[src/rtl/sram_ctl_pkg.sv]
`timescale 1ns/1ps
package sram_ctl_pkg;

  typedef enum logic [2:0] {
    SQ_RECOV,
    SQ_IDLE,
    SQ_READ,
    SQ_TURN,
    SQ_PULSE,
    SQ_HOLD,
    SQ_STBY
  } seq_t;

  // Internal active-high view of the memory strobes
  typedef struct packed {
    logic sel;
    logic oe;
    logic we;
    logic drv;
  } pin_t;

  function automatic int ns_to_cyc(input int ns, input int clk_ns);
    int c;
    c = (ns + clk_ns - 1) / clk_ns;
    return (c < 1) ? 1 : c;
  endfunction

  function automatic int imax(input int a, input int b);
    return (a > b) ? a : b;
  endfunction

  function automatic pin_t pins_of(input seq_t s);
    pin_t p;
    p = '0;
    case (s)
      SQ_IDLE:  p.sel = 1'b1;
      SQ_READ:  begin p.sel = 1'b1; p.oe = 1'b1; end
      SQ_TURN:  p.sel = 1'b1;
      SQ_PULSE: begin p.sel = 1'b1; p.we = 1'b1; p.drv = 1'b1; end
      SQ_HOLD:  begin p.sel = 1'b1; p.drv = 1'b1; end
      default:  p = '0;
    endcase
    return p;
  endfunction

endpackage

[src/rtl/sram_wait_cnt.sv]
`timescale 1ns/1ps
module sram_wait_cnt #(
  parameter int W = 4,
  parameter logic [W-1:0] INIT = '0
) (
  input  logic         clk,
  input  logic         rst_n,
  input  logic         load,
  input  logic [W-1:0] load_val,
  output logic         zero
);
  logic [W-1:0] cnt;

  always_ff @(posedge clk or negedge rst_n) begin
    if (!rst_n)            cnt <= INIT;
    else if (load)         cnt <= load_val;
    else if (cnt != '0)    cnt <= cnt - 1'b1;
  end

  assign zero = (cnt == '0);
endmodule

[src/rtl/sram_pin_regs.sv]
`timescale 1ns/1ps
module sram_pin_regs
  import sram_ctl_pkg::*;
#(
  parameter int AW = 17,
  parameter int DW = 8
) (
  input  logic          clk,
  input  logic          rst_n,
  input  pin_t          pins_nxt,
  input  logic          capture,
  input  logic [AW-1:0] addr_in,
  input  logic [DW-1:0] data_in,
  output logic          mem_ce_n,
  output logic          mem_ce,
  output logic          mem_oe_n,
  output logic          mem_we_n,
  output logic [AW-1:0] mem_addr,
  output logic [DW-1:0] mem_dq_o,
  output logic          mem_dq_oe
);
  always_ff @(posedge clk or negedge rst_n) begin
    if (!rst_n) begin
      mem_ce_n  <= 1'b1;
      mem_ce    <= 1'b0;
      mem_oe_n  <= 1'b1;
      mem_we_n  <= 1'b1;
      mem_dq_oe <= 1'b0;
    end else begin
      mem_ce_n  <= ~pins_nxt.sel;
      mem_ce    <=  pins_nxt.sel;
      mem_oe_n  <= ~pins_nxt.oe;
      mem_we_n  <= ~pins_nxt.we;
      mem_dq_oe <=  pins_nxt.drv;
    end
  end

  always_ff @(posedge clk or negedge rst_n) begin
    if (!rst_n) begin
      mem_addr <= '0;
      mem_dq_o <= '0;
    end else if (capture) begin
      mem_addr <= addr_in;
      mem_dq_o <= data_in;
    end
  end
endmodule

[src/rtl/sram_rd_capture.sv]
`timescale 1ns/1ps
module sram_rd_capture #(
  parameter int DW = 8
) (
  input  logic          clk,
  input  logic          rst_n,
  input  logic          take,
  input  logic [DW-1:0] pin_data,
  output logic          rsp_valid,
  output logic [DW-1:0] rsp_data
);
  always_ff @(posedge clk or negedge rst_n) begin
    if (!rst_n) begin
      rsp_valid <= 1'b0;
      rsp_data  <= '0;
    end else begin
      rsp_valid <= take;
      if (take) rsp_data <= pin_data;
    end
  end
endmodule

[src/rtl/sram_async_ctrl.sv]
`timescale 1ns/1ps
module sram_async_ctrl
  import sram_ctl_pkg::*;
#(
  parameter int AW        = 17,
  parameter int DW        = 8,
  parameter int CLK_NS    = 20,
  parameter int T_AA_NS   = 45,
  parameter int T_OE_NS   = 20,
  parameter int T_RC_NS   = 45,
  parameter int T_WC_NS   = 45,
  parameter int T_PWE_NS  = 35,
  parameter int T_AW_NS   = 35,
  parameter int T_SD_NS   = 25,
  parameter int T_HZ_NS   = 15
) (
  input  logic          clk,
  input  logic          rst_n,
  input  logic          stby_req,
  input  logic          req_valid,
  output logic          req_ready,
  input  logic          req_write,
  input  logic [AW-1:0] req_addr,
  input  logic [DW-1:0] req_wdata,
  output logic          rsp_valid,
  output logic [DW-1:0] rsp_data,
  output logic          mem_ce_n,
  output logic          mem_ce,
  output logic          mem_oe_n,
  output logic          mem_we_n,
  output logic [AW-1:0] mem_addr,
  output logic [DW-1:0] mem_dq_o,
  output logic          mem_dq_oe,
  input  logic [DW-1:0] mem_dq_i
);
  localparam int RD_CYC = imax(imax(ns_to_cyc(T_AA_NS, CLK_NS), ns_to_cyc(T_OE_NS, CLK_NS)),
                               ns_to_cyc(T_RC_NS, CLK_NS));
  localparam int WR_CYC = imax(imax(ns_to_cyc(T_PWE_NS, CLK_NS), ns_to_cyc(T_AW_NS, CLK_NS)),
                               imax(ns_to_cyc(T_SD_NS, CLK_NS), ns_to_cyc(T_WC_NS, CLK_NS)));
  localparam int HZ_CYC = ns_to_cyc(T_HZ_NS, CLK_NS);
  localparam int RC_CYC = ns_to_cyc(T_RC_NS, CLK_NS);
  localparam int MAX_CYC = imax(imax(RD_CYC, WR_CYC), imax(HZ_CYC, RC_CYC));
  localparam int CW = $clog2(MAX_CYC + 1);

  seq_t         state, state_nxt;
  logic         cnt_load, cnt_zero, accept, take;
  logic [CW-1:0] cnt_val;
  pin_t         pins_nxt;

  assign req_ready = (state == SQ_IDLE) && !stby_req;
  assign accept    = req_valid && req_ready;

  always_comb begin
    state_nxt = state;
    cnt_load  = 1'b0;
    cnt_val   = '0;
    take      = 1'b0;
    case (state)
      SQ_RECOV: if (cnt_zero) state_nxt = SQ_IDLE;
      SQ_IDLE: begin
        if (stby_req) begin
          state_nxt = SQ_STBY;
        end else if (accept) begin
          cnt_load = 1'b1;
          if (req_write) begin
            state_nxt = SQ_TURN;
            cnt_val   = CW'(HZ_CYC - 1);
          end else begin
            state_nxt = SQ_READ;
            cnt_val   = CW'(RD_CYC - 1);
          end
        end
      end
      SQ_READ: if (cnt_zero) begin
        take      = 1'b1;
        state_nxt = SQ_IDLE;
      end
      SQ_TURN: if (cnt_zero) begin
        state_nxt = SQ_PULSE;
        cnt_load  = 1'b1;
        cnt_val   = CW'(WR_CYC - 1);
      end
      SQ_PULSE: if (cnt_zero) state_nxt = SQ_HOLD;
      SQ_HOLD:  state_nxt = SQ_IDLE;
      SQ_STBY: if (!stby_req) begin
        state_nxt = SQ_RECOV;
        cnt_load  = 1'b1;
        cnt_val   = CW'(RC_CYC - 1);
      end
      default: state_nxt = SQ_RECOV;
    endcase
  end

  always_ff @(posedge clk or negedge rst_n) begin
    if (!rst_n) state <= SQ_RECOV;
    else        state <= state_nxt;
  end

  assign pins_nxt = pins_of(state_nxt);

  sram_wait_cnt #(.W(CW), .INIT(CW'(RC_CYC - 1))) u_cnt (
    .clk(clk), .rst_n(rst_n), .load(cnt_load), .load_val(cnt_val), .zero(cnt_zero)
  );

  sram_pin_regs #(.AW(AW), .DW(DW)) u_pins (
    .clk(clk), .rst_n(rst_n), .pins_nxt(pins_nxt), .capture(accept),
    .addr_in(req_addr), .data_in(req_wdata),
    .mem_ce_n(mem_ce_n), .mem_ce(mem_ce), .mem_oe_n(mem_oe_n), .mem_we_n(mem_we_n),
    .mem_addr(mem_addr), .mem_dq_o(mem_dq_o), .mem_dq_oe(mem_dq_oe)
  );

  sram_rd_capture #(.DW(DW)) u_cap (
    .clk(clk), .rst_n(rst_n), .take(take), .pin_data(mem_dq_i),
    .rsp_valid(rsp_valid), .rsp_data(rsp_data)
  );
endmodule

[config.mk]
export PLATFORM = sky130hd
export DESIGN_NAME = sram_async_ctrl
export DESIGN_NICKNAME = d
export VERILOG_FILES = /design/src/rtl/sram_ctl_pkg.sv /design/src/rtl/sram_wait_cnt.sv /design/src/rtl/sram_pin_regs.sv /design/src/rtl/sram_rd_capture.sv /design/src/rtl/sram_async_ctrl.sv
export SDC_FILE = /design/constraint.sdc
export NUM_CORES = 1
export LEC_CHECK = 0
export ABC_AREA = 0
export BUFFER_PORTS_ARGS = -buffer_cell sky130_fd_sc_hd__buf_2
export CAP_MARGIN = 20
export CORE_MARGIN = 3
export CORE_UTILIZATION = 53
export CTS_BUF_LIST = sky130_fd_sc_hd__clkbuf_4
export DETAILED_ROUTE_END_ITERATION = 6
export GPL_TIMING_DRIVEN = 0
export PLACE_DENSITY_LB_ADDON = 0.25
export SLEW_MARGIN = 10
export SYNTH_ARGS = -nofsm -noshare
export SYNTH_HDL_FRONTEND = slang
export SYNTH_SLANG_ARGS = --single-unit
[constraint.sdc]
create_clock -name clk -period 3.5 [get_ports clk]
set_input_delay 0.525 -clock clk [delete_from_list [all_inputs] [get_ports clk]]
set_output_delay 0.525 -clock clk [all_outputs]
set_load 0.01 [all_outputs]
* Word level (Yosys, flattened, before mapping) *
Index checks and enable logic that the tools add are counted.

storage, ports and cells
  bits in read-only memories = 0
  memories kept = 0
  bits in registers = 44
  bits of input ports = 38
  memory bits (writable) = 0
  output and inout port bits = 40
  word-level logic and storage cells = 62
  latch bits = 0

cells by class
  $lt $le $gt $ge = 0
  div/mod/pow operators = 0
  add/subtract/negate cells = 1
  equality and inequality tests = 11
  muxes and demuxes = 26
  reduce and logical (&&, ||, !) cells = 10
  bitwise operators = 3
  multipliers = 0
  shifts and indexed selects = 0

operators with widths
  operator               count
  $mux W3                6
  $pmux W3 S6            1
  $eq A3 B3 Y1 const B   5
  $mux W2                7
  $eq A3 B2 Y1 const B   4
  $mux W1                10
  $eq A3 B1 Y1 const B   2
  $pmux W2 S3            1
  $reduce_or A5 Y1       1
  $reduce_bool A2 Y1     2
  $reduce_or A2 Y1       2
  $logic_not A3 Y1       1
  $not A1 Y1             3
  $pmux W1 S3            1
  $logic_and A1 B1 Y1    2
  $logic_not A2 Y1       1
  $sub A2 B1 Y2 const B  1
  $logic_not A1 Y1       1

* Depth between registers and ports, before layout *
Gate-level depths: netlist (run 1).

  depth in word-level cells = 10
  gate-level depth with buffers = 7
  mapped depth without buffers = 6

* Hierarchy *
From an unflattened synthesis (run 1), not the netlist that was laid out.

second synthesis, totals
  cell total of the unflattened synthesis = 137
  area total of the unflattened synthesis = 2,031.9 um^2

modules (own cells, without submodules)
  module           area an instance (um^2)  sequential area each (um^2)  times used  cells an instance
  sram_pin_regs    1,173.6                  754.5                        1           61
  sram_async_ctrl  386.6                    75.1                         1           46
  sram_rd_capture  356.6                    225.2                        1           18
  sram_wait_cnt    115.1                    51.3                         1           12

* Least setup slack after synthesis (run 1) *
No wires, ideal clock.

  kind = reg-to-reg
  start = register u_cnt.cnt[1]
  end = register u_pins.mem_ce_n
  stages on the path, launching flop included = 8
  slack = 1.726 ns
  clock period less this slack = 1.774 ns
  library setup time = 0.077 ns
  path buffers = 1
  arrival = 1.696 ns
  required time = 3.423 ns
  cell sequence = dfstp_2 > inv_1 > ha_1 > clkbuf_2 > nor2b_4 > and3_1 > or3_1 > o21ba_2

on the way
  longest elaborated chain between the ends = 7
  elaborated cells on any way between the ends = 13
  those cells by class = eq/ne (5); mux (5); bitwise (1); reduce/logical (2)

RTL lines
  what                                        RTL line               source
  start, declared                             sram_wait_cnt.sv:12    logic [W-1:0] cnt;
  start signal, assigned                      sram_wait_cnt.sv:16    else if (load) cnt <= load_val;
  start signal, assigned                      sram_wait_cnt.sv:17    else if (cnt != '0) cnt <= cnt - 1'b1;
  $logic_not A2 Y1 (*)                        sram_wait_cnt.sv:20    assign zero = (cnt == '0);
  $mux W3 (on tied branches)                  n/a
  $pmux W3 S6 (*)                             sram_async_ctrl.sv:58  case (state)
  via state_nxt[2]                            sram_async_ctrl.sv:45  seq_t state, state_nxt;
  $eq A3 B3 Y1, or another cell as far along  sram_ctl_pkg.sv:35     case (s)
  $reduce_or A5 Y1 (no source line) (*)       n/a
  $mux W1 (*)                                 sram_ctl_pkg.sv:35
  $not A1 Y1 (*)                              sram_pin_regs.sv:30    mem_ce_n <= ~pins_nxt.sel;
  end signal, assigned                        sram_pin_regs.sv:30
  end, declared                               sram_pin_regs.sv:14    output logic mem_ce_n,

The timed path passes the listed nets; every way through them passes the cells marked *.
A chain may end at the register's enable or synchronous reset.

* Worst setup path in the final report (run 1) *
  start = register u_cnt.cnt[0]
  end = register u_cap.rsp_data[0]

on the way
  longest elaborated chain between the ends = 3

RTL lines
  what                  RTL line               source
  $logic_not A2 Y1      sram_wait_cnt.sv:20
  $mux W1               sram_async_ctrl.sv:74  SQ_READ: if (cnt_zero) begin
  $mux W1               sram_async_ctrl.sv:58
  via take              sram_async_ctrl.sv:46  logic cnt_load, cnt_zero, accept, take;
  end signal, assigned  sram_rd_capture.sv:18  if (take) rsp_data <= pin_data;
  end, declared         sram_rd_capture.sv:10  output logic [DW-1:0] rsp_data

The timed path passes the listed nets, and every way through them passes these cells.

==> results of run 1 <==
-- cell type report --
cell class              count  area (um2)
flip-flops and latches     44        1110
fillers                   232        1010
multi-input cells          70         717
repair buffers             77         385
well taps                  46        57.6
plain buffers               6        48.8
clock buffers               6        45.0
inverters                   3        11.3
clock inverters             1        5.00
-- how the worst min path moves through the flow --
stage,depth (start not counted),start,end
final,1,rst_n,u_pins.mem_addr[7]$_DFFE_PN0P_
after CTS,1,rst_n,u_pins.mem_addr[7]$_DFFE_PN0P_
after detailed placement,1,u_pins.mem_addr[1]$_DFFE_PN0P_,u_pins.mem_addr[1]$_DFFE_PN0P_
after global routing,1,rst_n,u_pins.mem_addr[7]$_DFFE_PN0P_
after global placement,1,u_cap.rsp_data[3]$_DFFE_PN0P_,u_cap.rsp_data[3]$_DFFE_PN0P_
after floorplan,0,rst_n,state[0]$_DFF_PN0_
-- flip-flops by register name (all words and copies together), names as in the netlist, 2 cells and up --
signal	count
state	3
u_cap.rsp_data	8
u_cnt.cnt	2
u_pins.mem_addr	17
u_pins.mem_dq_o	8
-- stage by stage --
stage / power (uW) / instances / utilization / hold WS (ns)
CTS: 2160 / 253 / 0.701 / 0.311
finish: 2140 / 253 / 0.701 / 0.289
global placement: 1870 / 246 / 0.686 / 0.484
global route: 2290 / 253 / 0.701 / 0.347
detailed placement: 1920 / 246 / 0.686 / 0.489
floorplan: 1570 / 123 / - / 0.229
-- critical path: stages, from the launching register on --
cell,delay [ns]
dfrtp_1,0.41
inv_1,0.06
ha_1,0.13
clkbuf_2,0.19
nor2b_4,0.18
nand2_1,0.08
nor2_2,0.37
mux2_2,0.39
-- cells in the final DEF (no fill, tap or decap) --
cell,synthesis,final
buf_2,2,79
clkinv_2,0,1
nor2_2,1,1
nor4b_1,1,1
dfstp_2,4,4
clkbuf_2,1,1
dfrtp_1,40,40
or2_2,1,1
nand2b_1,1,1
nor3b_1,1,1
and3b_1,1,1
o21bai_1,2,2
xnor2_1,1,1
o21ba_2,1,1
o21a_1,1,1
and3_1,2,2
ha_1,1,1
a211oi_1,1,1
a31oi_1,1,1
nand2_1,5,5
mux2_2,15,15
nand2_4,1,1
nand3b_1,2,2
nor2_1,3,3
inv_1,3,3
nor2b_4,1,1
mux2_4,19,19
a21oi_1,2,2
nor2b_1,1,1
clkbuf_4,0,6
buf_6,3,3
or3_1,1,1
o2bb2ai_1,2,2
nor4b_4,1,1
o21ai_0,1,1
-- layer usage --
layer | vias to the layer above | global-route usage | part of all wire
li1 | 592 | - | -
met3 | 6 | 0.0479 | 0.070
met2 | 55 | 0.314 | 0.49
met5 | - | 0 | 0
met4 | 0 | 0.0777 | 0.013
met1 | 613 | 0.234 | 0.43
-- synthesized netlist by cell type --
library cell  count  area (um2)
dfrtp_1          40        1000
mux2_4           19         285
mux2_2           15         169
nand2_1           5        18.8
dfstp_2           4         105
buf_6             3        33.8
inv_1             3        11.3
nor2_1            3        11.3
a21oi_1           2        10.0
and3_1            2        12.5
buf_2             2        10.0
nand3b_1          2        15.0
o21bai_1          2        15.0
o2bb2ai_1         2        17.5
a211oi_1          1        7.51
a31oi_1           1        6.26
and3b_1           1        8.76
clkbuf_2          1        5.00
ha_1              1        12.5
nand2_4           1        11.3
nand2b_1          1        6.26
nor2_2            1        6.26
nor2b_1           1        6.26
nor2b_4           1        13.8
nor3b_1           1        7.51
nor4b_1           1        8.76
nor4b_4           1        23.8
o21a_1            1        7.51
o21ai_0           1        5.00
o21ba_2           1        10.0
or2_2             1        6.26
or3_1             1        6.26
xnor2_1           1        8.76
-- power by group --
part / internal, uW / switching, uW / leakage (uW)
clock: 81.9 / 148 / 0.0000315
combinational: 553 / 466 / 0.000708
sequential: 769 / 124 / 0.000529
total: 1400 / 738 / 0.00127
-- logic make-up after synthesis --
family,synth area share
AO/OA/AOI/OAI,0.0419
XOR/XNOR,0.00465
buffers and inverters,0.0319
adder cells (fa/ha/maj),0.00664
AND/OR/NAND/NOR,0.0864
multiplexers,0.241
flip-flops,0.587
==> qor.csv, run 1 <==
stage,metric,value,unit
run_status,status,"complete, no violations",
timing,hold_viol_final,0,
placed_design,port_buffers,77,
global_route,antenna_found_initial,0,
clocking,numCtsBuffers,5,
timing,fin_tns_setup,0,ns
flow_run,max_cap_violations,0,
timing,fmax,520,MHz
critical_path,worst-r2r-cell-count,7,
floorplanning,ios,78,
routing,wirelength,3750,um
global_route,track_usage,0.189,
clocking,cts_resized,0,
routing,vias,1266,
critical_path,arrival,2.16,ns
routing,wl_per_cell,14.8,um
clocking,clkSinkCount,44,
floorplanning,die_h,65.6,um
routing,via_per_inst,5.00,
floorplanning,core_area,3390,um2
critical_path,crit_path_end,u_cap.rsp_data[0]$_DFFE_PN0P_,
synthesis,avgSynthCellArea,15.3,um2
placed_design,placed_area,2330,um2
final_layout,stdcell_area,2380,um2
clocking,clk_path_buf_depth,2,
power_and_ir_drop,ir_drop,0.513,mV
synthesis,synth_nets,162,
critical_path,crit_type,reg2reg,
clocking,clock-root-buffer,clkbuf_4,
global_route,grt_max_degree,45,
clocking,clk_latency,0.34,ns
final_layout,drive_gt1_frac,0.647,
worst_hold_path,min_path_type,in2async,
synthesis,ys_types,33,
power_and_ir_drop,leakage,0.00127,uW
clocking,cts_tree,built,
global_route,grt_pass1_vias,1304,
power_and_ir_drop,p_per_area,902,nW/um2
global_route,grt_overflow,0,
synthesis,syn_inst,123,
synthesis,ys_warn_count,0,
critical_path,r2r_end,u_cap.rsp_data[0]$_DFFE_PN0P_,
floorplanning,die_area,4300,um2
timing,setup_viol_count_final,0,
floorplanning,fp-row-count,21,
placed_design,place_ws,1.58,ns
critical_path,r2r_slack,1.58,ns
clocking,clk_pin_slew_worst_paths,0.12,ns
critical_path,worstSetupStartpointType,register,
placed_design,gp_congestion,0.681,
timing,drv_slew,0,
clocking,h-tree-depth,2,
clocking,hold_buffers,0,
final_layout,antennaDiodeCount,0,
critical_path,required,3.73,ns
synthesis,yosysSeqAreaShare,0.587,
critical_path,timing.rr.start,u_cnt.cnt[0]$_DFFE_PN0P_,
floorplanning,start_util,0.556,
timing,finClkSkew,0.00646,ns
final_layout,nNetsFinal,246,
routing,drtPass1Iterations,4,
synthesis,syn_area,1880,um2
timing,rsz0062_at_grt,no,
clocking,post_cts.repair.setup_buffers,0,
critical_path,cp-end-kind,register,
timing,tightestPinTransition,0.902,ns
critical_path,path_max_fanout,9,
placed_design,dp_hpwl,2750,um
synthesis,synth_seq_cells,44,
routing,drtIter0Drc,41,
timing,post-route-period-util,0.549,
critical_path,startpoint,u_cnt.cnt[0]$_DFFE_PN0P_,
timing,period_minus_slack,1.92,ns
timing,fin_ws,1.58,ns
global_route,grt_pass1_wl,6080,um
floorplanning,fp.dieW,65.6,um
routing,final_antenna_net_count,0,
final_layout,area_delta_synth_final,26.2,%
routing,drcViolationCount,0,
timing,max-slew-margin-rel,0.399,
(Power assumes the default switching activity.)
==> run 2, diff against run 1 <==
- CORE_UTILIZATION: 53 -> 44
- clock period: 3.5 -> 1.7 ns (I/O delays scaled with it)
==> qor.csv, run 2 (synthesis results as in run 1) <==
stage,metric,value,unit,change
run_status,status,"complete, no violations",,
final_layout,nNetsFinal,246,,unchanged
clocking,clock-root-buffer,clkbuf_4,,
power_and_ir_drop,ir_drop,0.860,mV,+68%
final_layout,fin_util,0.599,,-0.102
clocking,clkSinkCount,44,,unchanged
timing,tightestPinTransition,0.928,ns,+0.0265 ns
timing,post-route-period-util,0.957,,+0.408
flow_run,max_cap_violations,0,,unchanged
global_route,grt_overflow,0,,unchanged
power_and_ir_drop,power.internal,2960,uW,+110%
final_layout,antennaDiodeCount,0,,unchanged
placed_design,placed_cells,250,,+1.6%
timing,setup_viol_count_final,0,,unchanged
placed_design,dp_hpwl,2900,um,+5.3%
clocking,numCtsBuffers,5,,unchanged
routing,drcViolationCount,0,,unchanged
timing,finClkSkew,0.0144,ns,+0.00796 ns
power_and_ir_drop,leakage,0.00127,uW,+0.41%
routing,via_per_inst,5.00,,about the same
worst_hold_path,min_path_type,in2async,,
clocking,clk_latency,0.35,ns,about the same
critical_path,required,2.00,ns,-1.73 ns
timing,fin_tns_setup,0,ns,unchanged
final_layout,largest-register,u_pins.mem_addr,,
critical_path,worstSetupStartpointType,register,,
critical_path,timing.rr.start,u_cnt.cnt[1]$_DFFE_PN1P_,,
power_and_ir_drop,seqPwrFrac,0.405,,-0.012
clocking,clk_pin_slew_worst_paths,0.13,ns,about the same
final_layout,reg_top3,"u_pins.mem_addr: 17 flops, u_cap.rsp_data: 8 flops, u_pins.mem_dq_o: 8 flops",,
routing,drtIter0Drc,28,,-32%
power_and_ir_drop,p_sw,1570,uW,+110%
timing,drv_slew,0,,unchanged
critical_path,arrival,1.92,ns,-0.24 ns
floorplanning,ios,78,,unchanged
critical_path,path_cells,inv_2 > ha_4 > nor2b_4 > and3_4 > or3_4 > o21ba_4,,
floorplanning,die_h,71.4,um,+8.9%
global_route,grt_pass1_vias,1317,,+1.0%
floorplanning,start_util,0.464,,-0.0915
critical_path,startpoint,u_cnt.cnt[1]$_DFFE_PN1P_,,
power_and_ir_drop,combPwrFrac,0.487,,+0.011
final_layout,fillerInstances,330,,+42%
timing,fmax,614,MHz,+18%
clocking,clk_path_buf_depth,2,,unchanged
final_layout,final_cell_mix,"79 x buf_2, 40 x dfrtp_1, 19 x mux2_4, 15 x mux2_2",,
power_and_ir_drop,netSwitchingFraction,0.347,,+0.00243
power_and_ir_drop,clkPwrFrac,0.108,,about the same
final_layout,multiInputGateArea,756,um2,+5.4%
final_layout,drive_gt1_frac,0.673,,+0.0257
critical_path,path_max_fanout,4,,-5
final_layout,regArea,1110,um2,unchanged
clocking,cts_tree,built,,
timing,rsz0062_at_grt,no,,
placed_design,port_buffers,77,,unchanged
global_route,grt_pass1_wl,6240,um,+2.7%
floorplanning,core_area,4060,um2,+20%
final_layout,area_delta_synth_final,29.0,%,
critical_path,worst-r2r-cell-count,6,,-1
critical_path,crit_type,reg2reg,,
critical_path,cpMaxStageDelayCell,dfstp_2,,
routing,drtPass1Iterations,4,,unchanged
critical_path,r2r_end,u_pins.mem_ce_n$_DFF_PN1_,,
final_layout,largest_reg_flops,17,,unchanged
global_route,grt_max_degree,45,,unchanged
floorplanning,fp-row-count,23,,+9.5%
routing,wirelength,3820,um,+1.9%
routing,final_antenna_net_count,0,,unchanged
critical_path,cp-end-kind,register,,
final_layout,layout_commonest_cell,buf_2,,
clocking,h-tree-depth,2,,unchanged
final_layout,instances_no_fill,258,,+2.0%
floorplanning,fp.dieW,71.4,um,+8.9%
timing,hold_viol_final,0,,unchanged
critical_path,slowest_delay,0.56,ns,+0.15 ns
critical_path,r2r_slack,0.07,ns,-1.50 ns
timing,period_minus_slack,1.63,ns,-0.295 ns
timing,max-slew-margin-rel,0.381,,-0.0177
global_route,track_usage,0.157,,-0.0320
routing,vias,1290,,+1.9%
power_and_ir_drop,p_per_area,1870,nW/um2,+110%
placed_design,gp_congestion,0.763,,+12%
global_route,antenna_found_initial,0,,unchanged
floorplanning,die_area,5100,um2,+19%
routing,wl_per_cell,14.8,um,about the same
## run 2: area by class of cell
| type | count | share of cell area |
|---|---|---|
| inverters | 3 | 0.00464 |
| plain buffers | 5 | 0.0180 |
| repair buffers | 78 | 0.162 |
| well taps | 50 | 0.0258 |
| flip-flops and latches | 44 | 0.455 |
| multi-input cells | 70 | 0.311 |
| clock buffers | 5 | 0.0155 |
| clock inverters | 3 | 0.00773 |
## run 2: worst max-delay path, delay by kind of cell, from the launching register on
kind / cells / cell delay, ns
flip-flops: 1 / 0.56
adder cells (fa/ha/maj): 1 / 0.15
buffers and inverters: 1 / 0.04
AO/OA/AOI/OAI: 1 / 0.20
AND/OR/NAND/NOR: 3 / 0.64
## run 2: stage by stage
stage               hold slack [ns]  power, uW  instance area, um2  worst slack (ns)
floorplan                   -0.0406       3270                1900           -0.0348
global placement              0.437       3910                2350           -0.0836
detailed placement            0.457       4010                2350            -0.140
CTS                          0.0479       4600                2430           0.00792
global route                 0.0916       4860                2430            0.0199
finish                       0.0297       4540                2430            0.0726
## run 2: power by group through the flow
stage / Sequential (uW) / Clock (uW) / Combinational, uW
3_3_place_gp: 1820 / 0 / 2090
3_5_place_dp: 1850 / 0 / 2160
5_1_grt: 1900 / 557 / 2400
4_1_cts: 1840 / 516 / 2240
2_1_floorplan: 2060 / 0 / 1210
6_report: 1830 / 491 / 2210
## run 2: repair_timing
item	CTS	global route
endpoints found under the setup margin	11	3
resized for setup	5	0
endpoints found under the hold margin	0	0
pin swaps	2	2
hold buffers	0	0
buffers inserted	1	0
## run 2: worst max path at each step
stage,to
final,u_pins.mem_ce_n$_DFF_PN1_
after global routing,u_cap.rsp_data[4]$_DFFE_PN0P_
after CTS,u_pins.mem_ce_n$_DFF_PN1_
after detailed placement,u_cap.rsp_data[3]$_DFFE_PN0P_
after global placement,u_cap.rsp_data[4]$_DFFE_PN0P_
after floorplan,u_pins.mem_ce_n$_DFF_PN1_
## run 2: per-layer routing
metal,vias to the layer above,track usage,part of all wire
met1,614,0.201,0.42
met3,11,0.0449,0.092
met2,68,0.245,0.46
li1,597,-,-
met4,0,0.0731,0.024
met5,-,0,0
==> run 3, diff against run 2 <==
- ABC_CLOCK_PERIOD_IN_PS: not set -> 2000
- CORE_UTILIZATION: 44 -> 53
- clock period: 1.7 -> 2 ns (I/O delays scaled with it)
==> qor.csv, run 3 (synthesis results as in run 1) <==
stage,metric,value,unit,change
global_route,grt_overflow,0,,unchanged
critical_path,cpMaxStageDelayCell,dfstp_2,,
final_layout,largest-register,u_pins.mem_addr,,
routing,vias,1277,,-1.0%
routing,wl_per_cell,14.9,um,+0.48%
global_route,grt_max_degree,45,,unchanged
floorplanning,fp-row-count,21,,-8.7%
final_layout,nNetsFinal,246,,unchanged
timing,fmax,531,MHz,-14%
clocking,h-tree-depth,2,,unchanged
routing,final_antenna_net_count,0,,unchanged
clocking,cts_tree,built,,
placed_design,port_buffers,77,,unchanged
floorplanning,fp.dieW,65.6,um,-8.1%
timing,max-slew-margin-rel,0.396,,+0.0148
timing,fin_tns_setup,0,ns,unchanged
critical_path,crit_buf_inv,2,,+1
worst_hold_path,min_path_type,in2async,,
final_layout,drive_gt1_frac,0.652,,-0.0209
timing,post-route-period-util,0.942,,-0.0154
critical_path,path_max_fanout,7,,+3
global_route,grt_pass1_vias,1304,,-0.99%
final_layout,final_cell_mix,"79 x buf_2, 40 x dfrtp_1, 19 x mux2_4, 15 x mux2_2, 6 x clkbuf_4",,
critical_path,crit_type,reg2reg,,
timing,period_minus_slack,1.88,ns,+0.256 ns
timing,drv_slew,0,,unchanged
floorplanning,die_h,65.6,um,-8.1%
timing,tightestPinTransition,0.906,ns,-0.0221 ns
routing,via_per_inst,5.05,,+0.95%
clocking,clk_latency,0.35,ns,about the same
clocking,clock-root-buffer,clkbuf_4,,
critical_path,required,2.30,ns,+0.30 ns
final_layout,instances_no_fill,253,,-1.9%
floorplanning,start_util,0.556,,+0.0915
timing,holdWs,0.0652,ns,+0.0355 ns
clocking,clk_pin_slew_worst_paths,0.12,ns,about the same
placed_design,placed_cells,246,,-1.6%
timing,hold_viol_final,0,,unchanged
power_and_ir_drop,p_per_area,1580,nW/um2,-15%
timing,rsz0062_at_grt,no,,
critical_path,worstSetupStartpointType,register,,
routing,drtIter0Drc,38,,+36%
critical_path,path_cells,inv_1 > ha_1 > clkbuf_2 > nor2b_4 > and3_1 > or3_4 > o21ba_2,,
final_layout,largest_reg_flops,17,,unchanged
global_route,track_usage,0.189,,+0.0320
critical_path,arrival,2.18,ns,+0.26 ns
critical_path,cp-end-kind,register,,
final_layout,area_delta_synth_final,26.7,%,
flow_run,max_cap_violations,0,,unchanged
critical_path,cp_top_family,simple AND/OR/NAND/NOR gates,,
floorplanning,ios,78,,unchanged
clocking,hold_buffers,0,,unchanged
global_route,antenna_found_initial,0,,unchanged
final_layout,antennaDiodeCount,0,,unchanged
clocking,clk_path_buf_depth,2,,unchanged
final_layout,layout_commonest_cell,buf_2,,
timing,finClkSkew,0.0102,ns,-0.00418 ns
clocking,numCtsBuffers,5,,unchanged
power_and_ir_drop,ir_drop,0.904,mV,+5.1%
placed_design,gp_congestion,0.681,,-11%
floorplanning,die_area,4300,um2,-16%
routing,wirelength,3760,um,-1.5%
timing,setup_viol_count_final,0,,unchanged
critical_path,slowest_delay,0.55,ns,about the same
floorplanning,core_area,3390,um2,-16%
global_route,grt_pass1_wl,6080,um,-2.7%
power_and_ir_drop,leakage,0.00127,uW,-0.45%
final_layout,reg_top3,"u_pins.mem_addr: 17 flops, u_cap.rsp_data: 8 flops, u_pins.mem_dq_o: 8 flops",,
clocking,clkSinkCount,44,,unchanged
run_status,status,"complete, no violations",,
routing,drtPass1Iterations,4,,unchanged
placed_design,dp_hpwl,2750,um,-5.0%
routing,drcViolationCount,0,,unchanged
-- run 3: cell types whose count changed in the layout (fill, tap and decap cells not counted), sizes merged --
cell and change:
buf -1, clkinv -2, clkbuf +2
-- run 3: power by group --
part           total [uW]  switching [uW]  internal [uW]
clock                 405             261            143
combinational        1800             823            980
sequential           1560             217           1350
total                3770            1300           2470
-- run 3: worst paths after layout --
check	startpoint	end	slack, ns	depth (start not counted)
max	u_cnt.cnt[1]$_DFFE_PN1P_	u_pins.mem_ce_n$_DFF_PN1_	0.12	7
min	rst_n	u_pins.mem_addr[7]$_DFFE_PN0P_	0.07	1
max reg2reg	u_cnt.cnt[1]$_DFFE_PN1P_	u_pins.mem_ce_n$_DFF_PN1_	0.12	7
min reg2reg	u_cap.rsp_data[3]$_DFFE_PN0P_	u_cap.rsp_data[3]$_DFFE_PN0P_	0.52	1
max in group asynchronous	rst_n	u_cap.rsp_data[0]$_DFFE_PN0P_	1.37	1
min in group clk	req_addr[0]	u_pins.mem_addr[0]$_DFFE_PN0P_	0.17	2
-- run 3: metal layers --
metal / share of wire / track usage / routed length [um] / up-vias
li1: - / - / - / 593
met1: 0.42 / 0.234 / 1600 / 622
met2: 0.50 / 0.314 / 1870 / 56
met3: 0.069 / 0.0479 / 258 / 6
met4: 0.012 / 0.0777 / 44 / 0
met5: 0 / 0 / 0 / -
-- run 3: metrics by stage --
stage / setup slack (ns) / power [uW] / utilization / instance area (um2)
floorplan: 0.226 / 2740 / - / 1880
finish: 0.116 / 3770 / 0.704 / 2390
global placement: 0.158 / 3270 / 0.686 / 2330
detailed placement: 0.0806 / 3360 / 0.686 / 2330
global route: 0.0152 / 4030 / 0.704 / 2390
CTS: 0.0540 / 3780 / 0.701 / 2380
-- run 3: worst register-to-register path, cell delays in order (launching register included) --
cell and delay, ns:
dfstp_2 0.55, inv_1 0.04, ha_1 0.16, clkbuf_2 0.17, nor2b_4 0.16, and3_1 0.19, or3_4 0.35, o21ba_2 0.22
-- run 3: cell type report --
type	count	area (um2)
plain buffers	6	48.8
clock buffers	6	45.0
clock inverters	1	5.00
fillers	231	1000
inverters	3	11.3
multi-input cells	70	727
flip-flops and latches	44	1110
well taps	46	57.6
repair buffers	77	385
-- run 3: timing repair --
action / in CTS / in global routing
setup endpoints to repair: 0 / 9
resized for setup: 0 / 2
buffers inserted: 0 / 0
